File: src/rtl/vpw_tx_pkg.sv
package vpw_tx_pkg;

    localparam int BYTE_W = 8;
    localparam int IDX_W  = $clog2(BYTE_W);

    typedef enum logic [2:0] {
        ST_IDLE,
        ST_SOF,
        ST_BITS,
        ST_EOD,
        ST_BRK
    } vpw_state_e;

    typedef struct packed {
        logic [BYTE_W-1:0] data;
        logic [IDX_W-1:0]  idx;
        logic              last;
    } vpw_shift_t;

    // Long symbol when the bit value differs from "bit equals active level":
    // 0 sent active or 1 sent passive is long.
    function automatic logic sym_is_long(input logic bitv, input logic act);
        return bitv ^ act;
    endfunction

    function automatic int unsigned sym_ticks(input logic bitv, input logic act,
                                              input int unsigned t_short,
                                              input int unsigned t_long);
        return sym_is_long(bitv, act) ? t_long : t_short;
    endfunction

endpackage

File: src/rtl/vpw_sym_timer.sv
module vpw_sym_timer #(
    parameter int CNT_W = 9
) (
    input  logic             clk,
    input  logic             rst,
    input  logic             tick,
    input  logic             load,
    input  logic [CNT_W-1:0] load_val,
    output logic             done
);
    logic [CNT_W-1:0] cnt_q;

    assign done = tick && (cnt_q == CNT_W'(1));

    always_ff @(posedge clk) begin
        if (rst) begin
            cnt_q <= '0;
        end else if (load) begin
            cnt_q <= load_val;
        end else if (tick && cnt_q != '0) begin
            cnt_q <= cnt_q - CNT_W'(1);
        end
    end
endmodule

File: src/rtl/vpw_bit_shifter.sv
module vpw_bit_shifter
    import vpw_tx_pkg::*;
(
    input  logic              clk,
    input  logic              rst,
    input  logic              load,
    input  logic [BYTE_W-1:0] din,
    input  logic              last_in,
    input  logic              shift,
    output logic              cur_bit,
    output logic              nxt_bit,
    output logic              final_bit,
    output logic              last_flag
);
    vpw_shift_t sh_q;

    assign cur_bit   = sh_q.data[BYTE_W-1];
    assign nxt_bit   = sh_q.data[BYTE_W-2];
    assign final_bit = (sh_q.idx == IDX_W'(BYTE_W-1));
    assign last_flag = sh_q.last;

    always_ff @(posedge clk) begin
        if (rst) begin
            sh_q <= '0;
        end else if (load) begin
            sh_q.data <= din;
            sh_q.idx  <= '0;
            sh_q.last <= last_in;
        end else if (shift) begin
            sh_q.data <= {sh_q.data[BYTE_W-2:0], 1'b0};
            sh_q.idx  <= sh_q.idx + IDX_W'(1);
        end
    end
endmodule

File: src/rtl/vpw_idle_meter.sv
module vpw_idle_meter #(
    parameter int GAP_T = 300,
    localparam int GW   = $clog2(GAP_T + 1)
) (
    input  logic clk,
    input  logic rst,
    input  logic tick,
    input  logic bus_active,
    output logic gap_ok
);
    logic [GW-1:0] pas_q;

    assign gap_ok = (pas_q >= GW'(GAP_T));

    always_ff @(posedge clk) begin
        if (rst) begin
            pas_q <= '0;
        end else if (bus_active) begin
            pas_q <= '0;
        end else if (tick && !gap_ok) begin
            pas_q <= pas_q + GW'(1);
        end
    end
endmodule

File: src/rtl/vpw_tx.sv
module vpw_tx
    import vpw_tx_pkg::*;
#(
    parameter int T_SHORT = 64,
    parameter int T_LONG  = 128,
    parameter int T_SOF   = 200,
    parameter int T_EOD   = 200,
    parameter int T_BRK   = 300,
    parameter int T_GAP   = 300,
    localparam int T_MAX1 = (T_SOF > T_EOD) ? T_SOF : T_EOD,
    localparam int T_MAX2 = (T_BRK > T_LONG) ? T_BRK : T_LONG,
    localparam int T_MAX  = (T_MAX1 > T_MAX2) ? T_MAX1 : T_MAX2,
    localparam int CNT_W  = $clog2(T_MAX + 1)
) (
    input  logic              clk,
    input  logic              rst,
    input  logic              tick,
    input  logic [BYTE_W-1:0] byte_data,
    input  logic              byte_valid,
    input  logic              byte_last,
    output logic              byte_ready,
    input  logic              brk_req,
    output logic              busy,
    output logic              bus_active
);
    vpw_state_e       state_q, state_d;
    logic             bus_q, bus_d;
    logic             tmr_load, tmr_done;
    logic [CNT_W-1:0] tmr_val;
    logic             sh_load, sh_shift;
    logic             cur_bit, nxt_bit, final_bit, last_flag;
    logic             gap_ok;
    logic             take_first, take_next, accept;

    vpw_sym_timer #(.CNT_W(CNT_W)) u_timer (
        .clk(clk), .rst(rst), .tick(tick),
        .load(tmr_load), .load_val(tmr_val), .done(tmr_done)
    );

    vpw_bit_shifter u_shift (
        .clk(clk), .rst(rst), .load(sh_load), .din(byte_data),
        .last_in(byte_last), .shift(sh_shift), .cur_bit(cur_bit),
        .nxt_bit(nxt_bit), .final_bit(final_bit), .last_flag(last_flag)
    );

    vpw_idle_meter #(.GAP_T(T_GAP)) u_gap (
        .clk(clk), .rst(rst), .tick(tick),
        .bus_active(bus_q), .gap_ok(gap_ok)
    );

    assign take_first = (state_q == ST_IDLE) && gap_ok && !brk_req;
    assign take_next  = (state_q == ST_BITS) && tmr_done && final_bit
                        && !last_flag && !brk_req;
    assign byte_ready = take_first || take_next;
    assign accept     = byte_ready && byte_valid;

    always_comb begin
        state_d  = state_q;
        bus_d    = bus_q;
        tmr_load = 1'b0;
        tmr_val  = '0;
        sh_load  = 1'b0;
        sh_shift = 1'b0;
        if (brk_req && state_q != ST_BRK) begin
            state_d  = ST_BRK;
            bus_d    = 1'b1;
            tmr_load = 1'b1;
            tmr_val  = CNT_W'(T_BRK);
        end else begin
            unique case (state_q)
                ST_IDLE: begin
                    if (accept) begin
                        state_d  = ST_SOF;
                        bus_d    = 1'b1;
                        tmr_load = 1'b1;
                        tmr_val  = CNT_W'(T_SOF);
                        sh_load  = 1'b1;
                    end
                end
                ST_SOF: begin
                    if (tmr_done) begin
                        state_d  = ST_BITS;
                        bus_d    = 1'b0;
                        tmr_load = 1'b1;
                        tmr_val  = CNT_W'(sym_ticks(cur_bit, 1'b0, T_SHORT, T_LONG));
                    end
                end
                ST_BITS: begin
                    if (tmr_done) begin
                        tmr_load = 1'b1;
                        if (!final_bit) begin
                            sh_shift = 1'b1;
                            bus_d    = !bus_q;
                            tmr_val  = CNT_W'(sym_ticks(nxt_bit, !bus_q, T_SHORT, T_LONG));
                        end else if (accept) begin
                            sh_load  = 1'b1;
                            bus_d    = 1'b0;
                            tmr_val  = CNT_W'(sym_ticks(byte_data[BYTE_W-1], 1'b0,
                                                        T_SHORT, T_LONG));
                        end else begin
                            state_d  = ST_EOD;
                            bus_d    = 1'b0;
                            tmr_val  = CNT_W'(T_EOD);
                        end
                    end
                end
                ST_EOD: begin
                    if (tmr_done) begin
                        state_d = ST_IDLE;
                    end
                end
                ST_BRK: begin
                    if (tmr_done) begin
                        state_d = ST_IDLE;
                        bus_d   = 1'b0;
                    end
                end
                default: begin
                    state_d = ST_IDLE;
                    bus_d   = 1'b0;
                end
            endcase
        end
    end

    always_ff @(posedge clk) begin
        if (rst) begin
            state_q <= ST_IDLE;
            bus_q   <= 1'b0;
        end else begin
            state_q <= state_d;
            bus_q   <= bus_d;
        end
    end

    assign busy       = (state_q != ST_IDLE);
    assign bus_active = bus_q;

endmodule

File: config.mk
export PLATFORM = sky130hd
export DESIGN_NAME = vpw_tx
export DESIGN_NICKNAME = d
export VERILOG_FILES = /design/src/rtl/vpw_tx_pkg.sv /design/src/rtl/vpw_sym_timer.sv /design/src/rtl/vpw_bit_shifter.sv /design/src/rtl/vpw_idle_meter.sv /design/src/rtl/vpw_tx.sv
export SDC_FILE = /design/constraint.sdc
export NUM_CORES = 1
export LEC_CHECK = 0
export CAP_MARGIN = 30
export CELL_PAD_IN_SITES_DETAIL_PLACEMENT = 2
export CELL_PAD_IN_SITES_GLOBAL_PLACEMENT = 2
export CORE_ASPECT_RATIO = 0.5
export CORE_MARGIN = 1.5
export CORE_UTILIZATION = 26
export CTS_BUF_LIST = sky130_fd_sc_hd__clkbuf_4 sky130_fd_sc_hd__clkbuf_8
export DETAILED_ROUTE_END_ITERATION = 10
export PLACE_DENSITY_LB_ADDON = 0.2
export SLEW_MARGIN = 30
export SYNTH_ARGS = -nofsm -noshare
export SYNTH_HDL_FRONTEND = slang
export SYNTH_SLANG_ARGS = --single-unit
File: constraint.sdc
create_clock -name clk -period 3.25 [get_ports clk]
set_input_delay 0.4875 -clock clk [delete_from_list [all_inputs] [get_ports clk]]
set_output_delay 0.4875 -clock clk [all_outputs]
set_load 0.01 [all_outputs]
After elaboration in Yosys (flattened, before gate mapping)
Cells that the tools add are included.
{"block": "classes", "n_addsub": 3, "order_cmp": 1, "n_eq_ne": 21, "mux": 40, "n_bitwise": 1, "n_reduce_logical": 30}
{"operator": "$mux W8", "n": 8}
{"operator": "$mux W9", "n": 3}
{"operator": "$pmux W8 S3", "n": 1}
{"operator": "$mux W11", "n": 2}
{"operator": "$mux W3", "n": 7}
{"operator": "$mux W1", "n": 15}
{"operator": "$ne A2 B2 Y1 const B", "n": 6}
{"operator": "$ne A3 B2 Y1 const B", "n": 4}
{"operator": "$pmux W3 S4", "n": 1}
{"operator": "$reduce_and A6 Y1", "n": 2}
{"operator": "$reduce_or A2 Y1", "n": 6}
{"operator": "$logic_and A1 B1 Y1", "n": 11}
{"operator": "$add A9 B1 Y9 const B", "n": 1}
{"operator": "$eq A9 B1 Y1 const B", "n": 1}
{"operator": "$ge A9 B9 Y1 const B", "n": 1}
{"operator": "$reduce_bool A9 Y1", "n": 1}
{"operator": "$sub A9 B1 Y9 const B", "n": 1}
{"operator": "$eq A3 B2 Y1 const B", "n": 2}
{"operator": "$eq A3 B3 Y1 const B", "n": 2}
{"operator": "$ne A3 B1 Y1 const B", "n": 2}
{"operator": "$ne A3 B3 Y1 const B", "n": 2}
{"operator": "$logic_not A1 Y1", "n": 4}
{"operator": "$pmux W1 S2", "n": 2}
{"operator": "$pmux W1 S4", "n": 1}
{"operator": "9 further kinds", "n": 10}
{"block": "totals", "reg_bits": 34, "inputBits": 14, "output_inout_bits": 3, "wordCells": 104}

Longest topological paths before layout
Gate-level depths: netlist of run 1.
{"block": "logic_depth", "ltp_word": 14, "ltp_mapped": 9, "ltp_nobuf": 7}

Hierarchy
From an unflattened synthesis of run 1, not the netlist that was laid out.
{"block": "hier_totals", "cells_unflattened": 240, "area_unflattened_um2": 2067.0}
{"module": "vpw_sym_timer", "n_inst": 1, "cells_each": 71, "area_per_inst_um2": 594.3, "seq_area_each_um2": 180.2}
{"module": "vpw_bit_shifter", "n_inst": 1, "cells_each": 50, "area_per_inst_um2": 533.0, "seq_area_each_um2": 240.2}
{"module": "vpw_idle_meter", "n_inst": 1, "cells_each": 53, "area_per_inst_um2": 484.2, "seq_area_each_um2": 180.2}
{"module": "vpw_tx", "n_inst": 1, "cells_each": 66, "area_per_inst_um2": 455.4, "seq_area_each_um2": 80.1}

Worst setup path before layout of run 1
Ideal clock, no wire load.
{"block": "synth_timing", "path_type": "in2reg", "from": "input port tick", "to": "register u_shift.sh_q (netlist bit u_shift.cur_bit)", "setup_ns": 0.150, "arrival_time_ns": 2.182, "required_ns": 3.100, "path_slack_ns": 0.919, "cell_stages": 6, "n_path_buf": 1, "path_cell_list": "or4bb_1 > or3_4 > or4_1 > buf_2 > a21oi_1 > a221oi_1"}
{"block": "synth_between", "elab_chain_len": 13, "word_cells_on_any_way": 17, "cone_classes": "mux: 9; reduce/logical: 8"}
{"item": "start: declaration", "line_no": "vpw_tx.sv:17", "rtl": "input logic tick,"}
{"item": "$logic_and A1 B1 Y1 *", "line_no": "vpw_sym_timer.sv:13", "rtl": "assign done = tick && (cnt_q == CNT_W'(1));"}
{"item": "$logic_and A1 B1 Y1 (2 in series)", "line_no": "vpw_tx.sv:52", "rtl": "assign take_next = (state_q == ST_BITS) && tmr_done && final_bit"}
{"item": "$logic_and A1 B1 Y1 (2 in series)", "line_no": "vpw_tx.sv:53", "rtl": "&& !last_flag && !brk_req;"}
{"item": "$logic_or A1 B1 Y1", "line_no": "vpw_tx.sv:54", "rtl": "assign byte_ready = take_first || take_next;"}
{"item": "$logic_and A1 B1 Y1", "line_no": "vpw_tx.sv:55", "rtl": "assign accept = byte_ready && byte_valid;"}
{"item": "$mux W1", "line_no": "vpw_tx.sv:72, vpw_tx.sv:95"}
{"item": "$mux W1", "line_no": "vpw_tx.sv:91", "rtl": "if (!final_bit) begin"}
{"item": "$mux W1", "line_no": "vpw_tx.sv:89", "rtl": "if (tmr_done) begin"}
{"item": "$pmux W1 S2", "line_no": "vpw_tx.sv:70", "rtl": "unique case (state_q)"}
{"item": "$mux W1", "line_no": "vpw_tx.sv:64", "rtl": "if (brk_req && state_q != ST_BRK) begin"}
{"item": "$mux W11 or $reduce_bool A2 Y1 (tied branches)"}
{"item": "end: declaration", "line_no": "vpw_bit_shifter.sv:15", "rtl": "vpw_shift_t sh_q;"}
Mark *: on every way between the ends. The rest lies on a longest branch, timed or not.
A chain may end at the register's enable or synchronous reset.

Worst setup path after layout of run 1
{"block": "layout_timing", "from": "input port tick", "to": "output port byte_ready"}
{"block": "layout_between", "elab_chain_len": 6}
{"item": "$logic_and A1 B1 Y1", "line_no": "vpw_sym_timer.sv:13"}
{"item": "$logic_and A1 B1 Y1 (2 in series)", "line_no": "vpw_tx.sv:52"}
{"item": "$logic_and A1 B1 Y1 (2 in series)", "line_no": "vpw_tx.sv:53"}
{"item": "$logic_or A1 B1 Y1", "line_no": "vpw_tx.sv:54"}
{"item": "end: declaration", "line_no": "vpw_tx.sv:21", "rtl": "output logic byte_ready,"}
No other way between the ends.

==> results by group, run 1 <==
Clock network
  • Clk slew on worst S/H paths: approximately 0.070 ns
  • CTS Buf Count: 5
  • Num Clock Sinks: 34
  • # H-tree levels: 2
  • Post-CTS setup buffer count: 0
  • Clk buf depth: 2
  • CTS tree: done
  • Clk_lat worst skew: approximately 0.30 ns
  • CTS Root Cell: clkbuf_8

Worst hold path
  • Hold EP: u_shift.sh_q[9]$_SDFFE_PP0P_
  • HP Class: flip-flop to flip-flop
  • Hold Path Stages: 2
  • Worst Hold Launch: u_shift.sh_q[9]$_SDFFE_PP0P_

Floorplanning
  • Core area: around 7500 µm²
  • Io pins: 17
  • Die Y: approximately 66 µm
  • Full die area: 8480 µm²
  • Cell Rows: 22
  • Chip Width: between 100 and 150 µm
  • Starting Density: 0.274

Yosys
  • Mapped Nets: 264
  • Cells after Synth: between 200 and 250
  • Top cells by area, synth: dfxtp_1 33%, a221oi_2 4.4%, nor2_1 4.4%
  • Post-synthesis async set-or-reset flop share: 0
  • Post-synth top flop: dfxtp_1
  • Mapped Avg Cell Area: 8.45 µm²
  • Cell taking the most area after synthesis: dfxtp_1
  • Sequential share of the synthesized area: 0.331
  • Number of synthesized flops with an enable pin: 0
  • Post-Syn Area: 2050 µm²
  • Netlist cell types: 57
  • Post-synthesis register bit count: 34
  • Area share of the largest cell type after synthesis: 0.331
  • Yosys warning count: 0

Worst setup path
  • Critical path launch point type: primary input
  • Worst R2R Setup Slack: 0.56 ns
  • Required @ worst endpoint: about 2.8 ns
  • Reg2reg end: u_shift.cur_bit$_SDFFE_PP0P_
  • Critical path type: primary input to output pin
  • Crit end category: output pin
  • R2r worst-path depth: 6
  • Critical R2R Launch: u_timer.cnt_q[0]$_SDFFE_PP0P_
  • Critical Path AT: 2.58 ns
  • Crit path max fanout: 4

Detailed routing
  • DRT Wirelength: 6.02 mm
  • Vias per Instance: 5.08
  • Residual DRC: 0
  • Drt wl/cell: 16.4 µm
  • First DRT Iteration DRCs: 40
  • Drt pass-1 iters: 4
  • Antenna Nets Post-Route: 0
  • Vias: 1859

Power
  • Clk pwr share: 0.343
  • Int Pwr: approximately 0.00068 W
  • Leak pwr: 0.879 nW
  • Pwr dens: 396 nW/µm²
  • Sw Share: 0.296
  • Seq pwr share: 0.482
  • Max IR drop VDD: approximately 0.00012 V
  • Design Power: 0.000962 W
  • Switching Power: 0.000285 W
  • Comb pwr share: 0.176

Timing
  • Worst Tran Pin Value: between 0.6 and 0.7 ns
  • Normalized max-slew margin: 0.531
  • Fin Setup TNS: 0 ns
  • Clock skew: 0.00599 ns
  • Slew Limit Fails: 0
  • Fmax: between 300 and 400 MHz
  • Final Hold Fails: 0
  • Tmin final: 3.07 ns
  • Worst Hold Slack: 0.478 ns
  • Final setup violation count: 0
  • Final Cycle Share: 0.943
  • RSZ-0062 raised after global routing: false

GRT
  • Antenna violations before repair: 0
  • Vias in the first global route: 1961
  • Largest net degree at the start of global routing: 23
  • Wire length of the first global-routing pass: 10.1 mm
  • Total GRT Usage: 0.158
  • Overflow after GRT: 0

Status
  • Status: finished, final reports clean

Placement
  • Placer Congestion: 0.720
  • Port Buf Inserts: 16
  • Post-detail-place hpwl: 4.46 mm

Final layout
  • # nets final: 279
  • Multi-input gate area: 1240 µm²
  • Area grow syn2layout: 18.4%
  • Fill count: 871
  • Diode count: 0
  • Reg area: 681 µm²
  • Layout cell share with drive strength beyond 1: 0.132

Flow run
  • Max Cap Viol: 0
-- cell usage after synthesis (2+ instances only) --
cell      number
xnor2_1        6
and3_1         5
nor3_1         3
inv_1         20
or2_2          3
a211oi_1       2
or4_1          3
nor2_1        24
a41oi_1        3
nand3_1        6
o31a_1         3
dfxtp_1       34
a221oi_2       6
nor2b_1        2
o21ai_0        8
buf_2          4
ha_1           7
o211ai_1       2
nor4bb_1       2
clkbuf_1       9
nand2_1       17
o22ai_1        2
nand4_1        4
nor3_2         3
a21oi_1       13
nand3b_1       2
mux2i_1        3
nor4_1         6
xor2_1         8
a31oi_1        4
a211o_1        2
a22oi_1        2
-- repair_timing --
action / in CTS / in global routing
setup endpoints to repair: 0 / 1
hold buffers: 0 / 0
gates resized for setup: 0 / 1
-- metal layers --
metal  GRT usage  share of wire  routed length, µm  up-vias
met4      0.0548          0.013                 78        0
li1            -              -                  -      910
met2       0.254           0.43               2610       15
met3      0.0413          0.025                151        8
met1       0.205           0.53               3170      926
met5           0              0                  0        -
-- sequential cells by signal, summed over array words and instances, names as in the netlist --
register	cells
bus_active	1
state_q	3
u_gap.pas_q	9
u_shift.cur_bit	1
u_shift.last_flag	1
u_shift.nxt_bit	1
u_shift.sh_q	9
u_timer.cnt_q	9
-- critical path, cell delays in order --
cell             delay [ns]
clkdlybuf4s50_1        0.48
or4bb_1                0.60
nor4_2                 0.31
o21ba_2                0.17
clkdlybuf4s50_1        0.53
-- area by class of cell --
class | instances | share of cell area
Multi-Input combinational cell | 174 | 0.508
Sequential cell | 34 | 0.280
Timing Repair Buffer | 22 | 0.0895
Tap cell | 108 | 0.0556
Clock buffer | 7 | 0.0345
Inverter | 21 | 0.0324
-- how the worst max path moves through the flow --
stage,startpoint,end,depth (start not counted)
after detailed placement,tick,byte_ready,5
after CTS,tick,byte_ready,5
final,tick,byte_ready,5
after global placement,tick,byte_ready,5
after global routing,tick,byte_ready,5
after floorplan,tick,u_shift.cur_bit$_SDFFE_PP0P_,6
-- cell families (layout without fill, tap and decap cells) --
group | after synthesis | count (layout) | synth area share
buffers and inverters | 35 | 50 | 0.0700
adder cells (fa/ha/maj) | 7 | 7 | 0.0426
multiplexers | 4 | 4 | 0.0201
XOR/XNOR | 14 | 14 | 0.0597
AO/OA/AOI/OAI | 62 | 62 | 0.237
flip-flops | 34 | 34 | 0.331
AND/OR/NAND/NOR | 87 | 87 | 0.239
-- cells in the final DEF, fill, tap and decap left out, drive strengths merged, types with 2 or more instances in the layout --
cell and n:
nand3 6, inv 20, nor3 6, nor2b 2
o31a 3, mux2i 3, clkbuf 7, nand2 17
o211ai 2, a211o 2, xnor2 6, nor4 7
a21oi 13, clkdlybuf4s50 16, nand3b 2, a211oi 2
dfxtp 34, or2 3, a31oi 4, or4 4
o21ai 9, nor2 24, a22oi 2, a41oi 3
or3 2, ha 7, nor4bb 2, o22ai 2
and3 5, nand4 4, buf 6, a221oi 7
xor2 8
-- stage by stage --
stage | instances | setup WS (ns) | util | instance area, µm²
floorplan | 243 | 0.919 | - | 2050
global placement | 359 | 0.110 | 0.313 | 2340
detailed placement | 359 | 0.0865 | 0.313 | 2340
CTS | 366 | 0.0673 | 0.324 | 2430
global route | 366 | 0.0949 | 0.325 | 2430
finish | 366 | 0.184 | 0.325 | 2430
-- power groups by stage --
stage               logic (W)  registers [W]  clock network (W)
floorplan            0.000122       0.000458                  0
global placement     0.000162       0.000471                  0
detailed placement   0.000169       0.000473                  0
CTS                  0.000170       0.000463           0.000348
global route         0.000188       0.000468           0.000363
finish               0.000169       0.000463           0.000330
No activity file was read; power rests on OpenSTA's default activity.
==> inputs of run 2 (changes only) <==
CORE_MARGIN = unset   (was 1.5)
==> run 2 against run 1 <==
- power is 1.4% lower
- worst setup slack worse by 0.093 ns
- highest routed layer unchanged
- critical path type unchanged
- flip-flop and latch count did not move
- die area is 2.3% lower
==> results by group, run 2 (same netlist as run 1, synthesis figures left out) <==
Status
  • Status: finished, final reports clean

Power
  • Switching Power: 0.000271 W (-4.7%)
  • Comb pwr share: 0.177 (about the same)
  • Leak pwr: 0.879 nW (about the same)
  • Sw Share: 0.286 (-0.00989)
  • Int Pwr: 0.000677 W (about the same)
  • Pwr dens: 391 nW/µm² (-1.2%)
  • Clk pwr share: 0.335 (-0.008)
  • Max IR drop VDD: 0.000146 V (+18%)
  • Seq pwr share: 0.488 (+0.006)

Worst setup path
  • Largest stage delay, worst path: 0.58 ns (-0.02 ns)
  • CP top delay family: buffers and inverters
  • Buf/Inv on CP: 2 (unchanged)
  • Critical Path AT: 2.67 ns (+0.09 ns)
  • Most frequent CP cell: clkdlybuf4s50_1
  • Critical path, cell by cell: clkdlybuf4s50_1 -> or4bb_1 -> nor4_1 -> o21ba_2 -> clkdlybuf4s50_1
  • Critical path launch point type: primary input
  • Critical path type: primary input to output pin
  • Crit end category: output pin
  • Crit path max fanout: 4 (unchanged)
  • Critical path's slowest cell: or4bb_1
  • Required @ worst endpoint: 2.76 ns (about the same)

Detailed routing
  • Drt pass-1 iters: 4 (unchanged)
  • Drt wl/cell: 15.9 µm (-3.4%)
  • First DRT Iteration DRCs: 39 (-2.5%)
  • Vias: 1872 (+0.70%)
  • Antenna Nets Post-Route: 0 (unchanged)
  • Residual DRC: 0 (unchanged)
  • DRT Wirelength: 5.81 mm (-3.4%)
  • Vias per Instance: 5.11 (+0.70%)

Timing
  • Final Hold Fails: 0 (unchanged)
  • Slew Limit Fails: 0 (unchanged)
  • Final Cycle Share: 0.972 (+0.0287)
  • Final setup violation count: 0 (unchanged)
  • Worst Tran Pin Value: 0.642 ns (-0.0547 ns)
  • Fmax: 317 MHz (-3.0%)
  • Normalized max-slew margin: 0.567 (+0.0368)
  • RSZ-0062 raised after global routing: false
  • Clock skew: 0.00414 ns (-0.00185 ns)
  • Tmin final: 3.16 ns (+0.0933 ns)
  • Fin Setup TNS: 0 ns (unchanged)

Floorplanning
  • Full die area: 8280 µm² (-2.3%)
  • Io pins: 17 (unchanged)
  • Cell Rows: 22 (unchanged)
  • Starting Density: 0.274 (unchanged)
  • Die Y: 64.9 µm (-1.5%)
  • Core area: 7490 µm² (unchanged)
  • Chip Width: 128 µm (-0.78%)

Flow run
  • Max Cap Viol: 0 (unchanged)

Final layout
  • Biggest regs: u_gap.pas_q (9), u_shift.sh_q (9), u_timer.cnt_q (9)
  • Layout cell share with drive strength beyond 1: 0.128 (-0.00388)
  • Commonest non-fill, non-tap cell in the layout: dfxtp_1
  • Fill count: 873 (+0.23%)
  • Most frequent cells in the layout: 34 x dfxtp_1, 24 x nor2_1, 20 x inv_1
  • # nets final: 279 (unchanged)
  • Post-Layout Inst Area: 2430 µm² (-0.26%)
  • Diode count: 0 (unchanged)
  • Area grow syn2layout: 18.1%

GRT
  • Total GRT Usage: 0.151 (-0.00697)
  • Vias in the first global route: 1937 (-1.2%)
  • Wire length of the first global-routing pass: 9.63 mm (-5.0%)
  • Overflow after GRT: 0 (unchanged)
  • Largest net degree at the start of global routing: 23 (unchanged)
  • Antenna violations before repair: 0 (unchanged)

Clock network
  • CTS tree: done
  • Clk_lat worst skew: 0.29 ns (about the same)
  • Post-CTS resize count: 0 (unchanged)
  • CTS Root Cell: clkbuf_8
  • # H-tree levels: 2 (unchanged)
  • Post-CTS setup buffer count: 0 (unchanged)
  • Num Clock Sinks: 34 (unchanged)
  • Clk buf depth: 2 (unchanged)
  • Clk slew on worst S/H paths: 0.07 ns (about the same)
  • Hold_buf cts: 0 (unchanged)
  • CTS Buf Count: 5 (unchanged)

Worst hold path
  • HP Class: flip-flop to flip-flop

Placement
  • Port Buf Inserts: 16 (unchanged)
  • Placed instance area: 2340 µm² (unchanged)
  • Placer Congestion: 0.723 (+0.49%)
  • Post-detail-place hpwl: 4.35 mm (-2.3%)
## run 2: power groups by stage
stage | Clock, W | Combinational, W | Sequential, W
CTS | 0.000336 | 0.000169 | 0.000463
detailed placement | 0 | 0.000168 | 0.000472
global route | 0.000348 | 0.000187 | 0.000467
floorplan | 0 | 0.000122 | 0.000458
finish | 0.000318 | 0.000168 | 0.000463
global placement | 0 | 0.000162 | 0.000471
## run 2: layer usage
| layer | GRT usage | share of wire | up-vias |
|---|---|---|---|
| met5 | 0 | 0 | - |
| met4 | 0.0309 | 0.0062 | 0 |
| met3 | 0.0429 | 0.035 | 4 |
| met2 | 0.254 | 0.45 | 23 |
| met1 | 0.192 | 0.51 | 930 |
| li1 | - | - | 915 |
## run 2: worst paths after layout
path                                                    start                      endpoint  slack (ns)  cells after the start
worst min-delay path             u_shift.sh_q[5]$_SDFFE_PP0P_  u_shift.sh_q[5]$_SDFFE_PP0P_        0.48                      2
worst max register to register  u_timer.cnt_q[0]$_SDFFE_PP0P_  u_shift.cur_bit$_SDFFE_PP0P_        0.61                      6
worst max-delay path                                     tick                    byte_ready        0.09                      5
worst min register to register   u_shift.sh_q[5]$_SDFFE_PP0P_  u_shift.sh_q[5]$_SDFFE_PP0P_        0.48                      2
## run 2: worst reg2reg max path, stage by stage, from the launching register on
cell and delay (ns):
dfxtp_1 0.42, ha_1 0.18, or4bb_1 0.50, or3_4 0.45
or4_1 0.66, a21oi_1 0.20, a221oi_1 0.10
## run 2: stage by stage
stage / hold slack [ns] / instances / utilization / total power (W) / setup WS [ns]
after floorplan: 0.449 / 243 / - / 0.000580 / 0.919
after global placement: 0.462 / 359 / 0.313 / 0.000634 / 0.110
after detailed placement: 0.472 / 359 / 0.313 / 0.000640 / 0.0536
after CTS: 0.483 / 366 / 0.324 / 0.000968 / 0.0532
after global routing: 0.497 / 366 / 0.324 / 0.00100 / 0.00429
final: 0.478 / 366 / 0.324 / 0.000949 / 0.0911
## run 2: final cells by class
cell class / count / area, µm² / share of cell area
well taps: 108 / 135 / 0.0557
flip-flops and latches: 34 / 681 / 0.281
inverters: 21 / 78.8 / 0.0325
multi-input cells: 174 / 1230 / 0.507
clock buffers: 7 / 83.8 / 0.0346
repair buffers: 22 / 218 / 0.0897
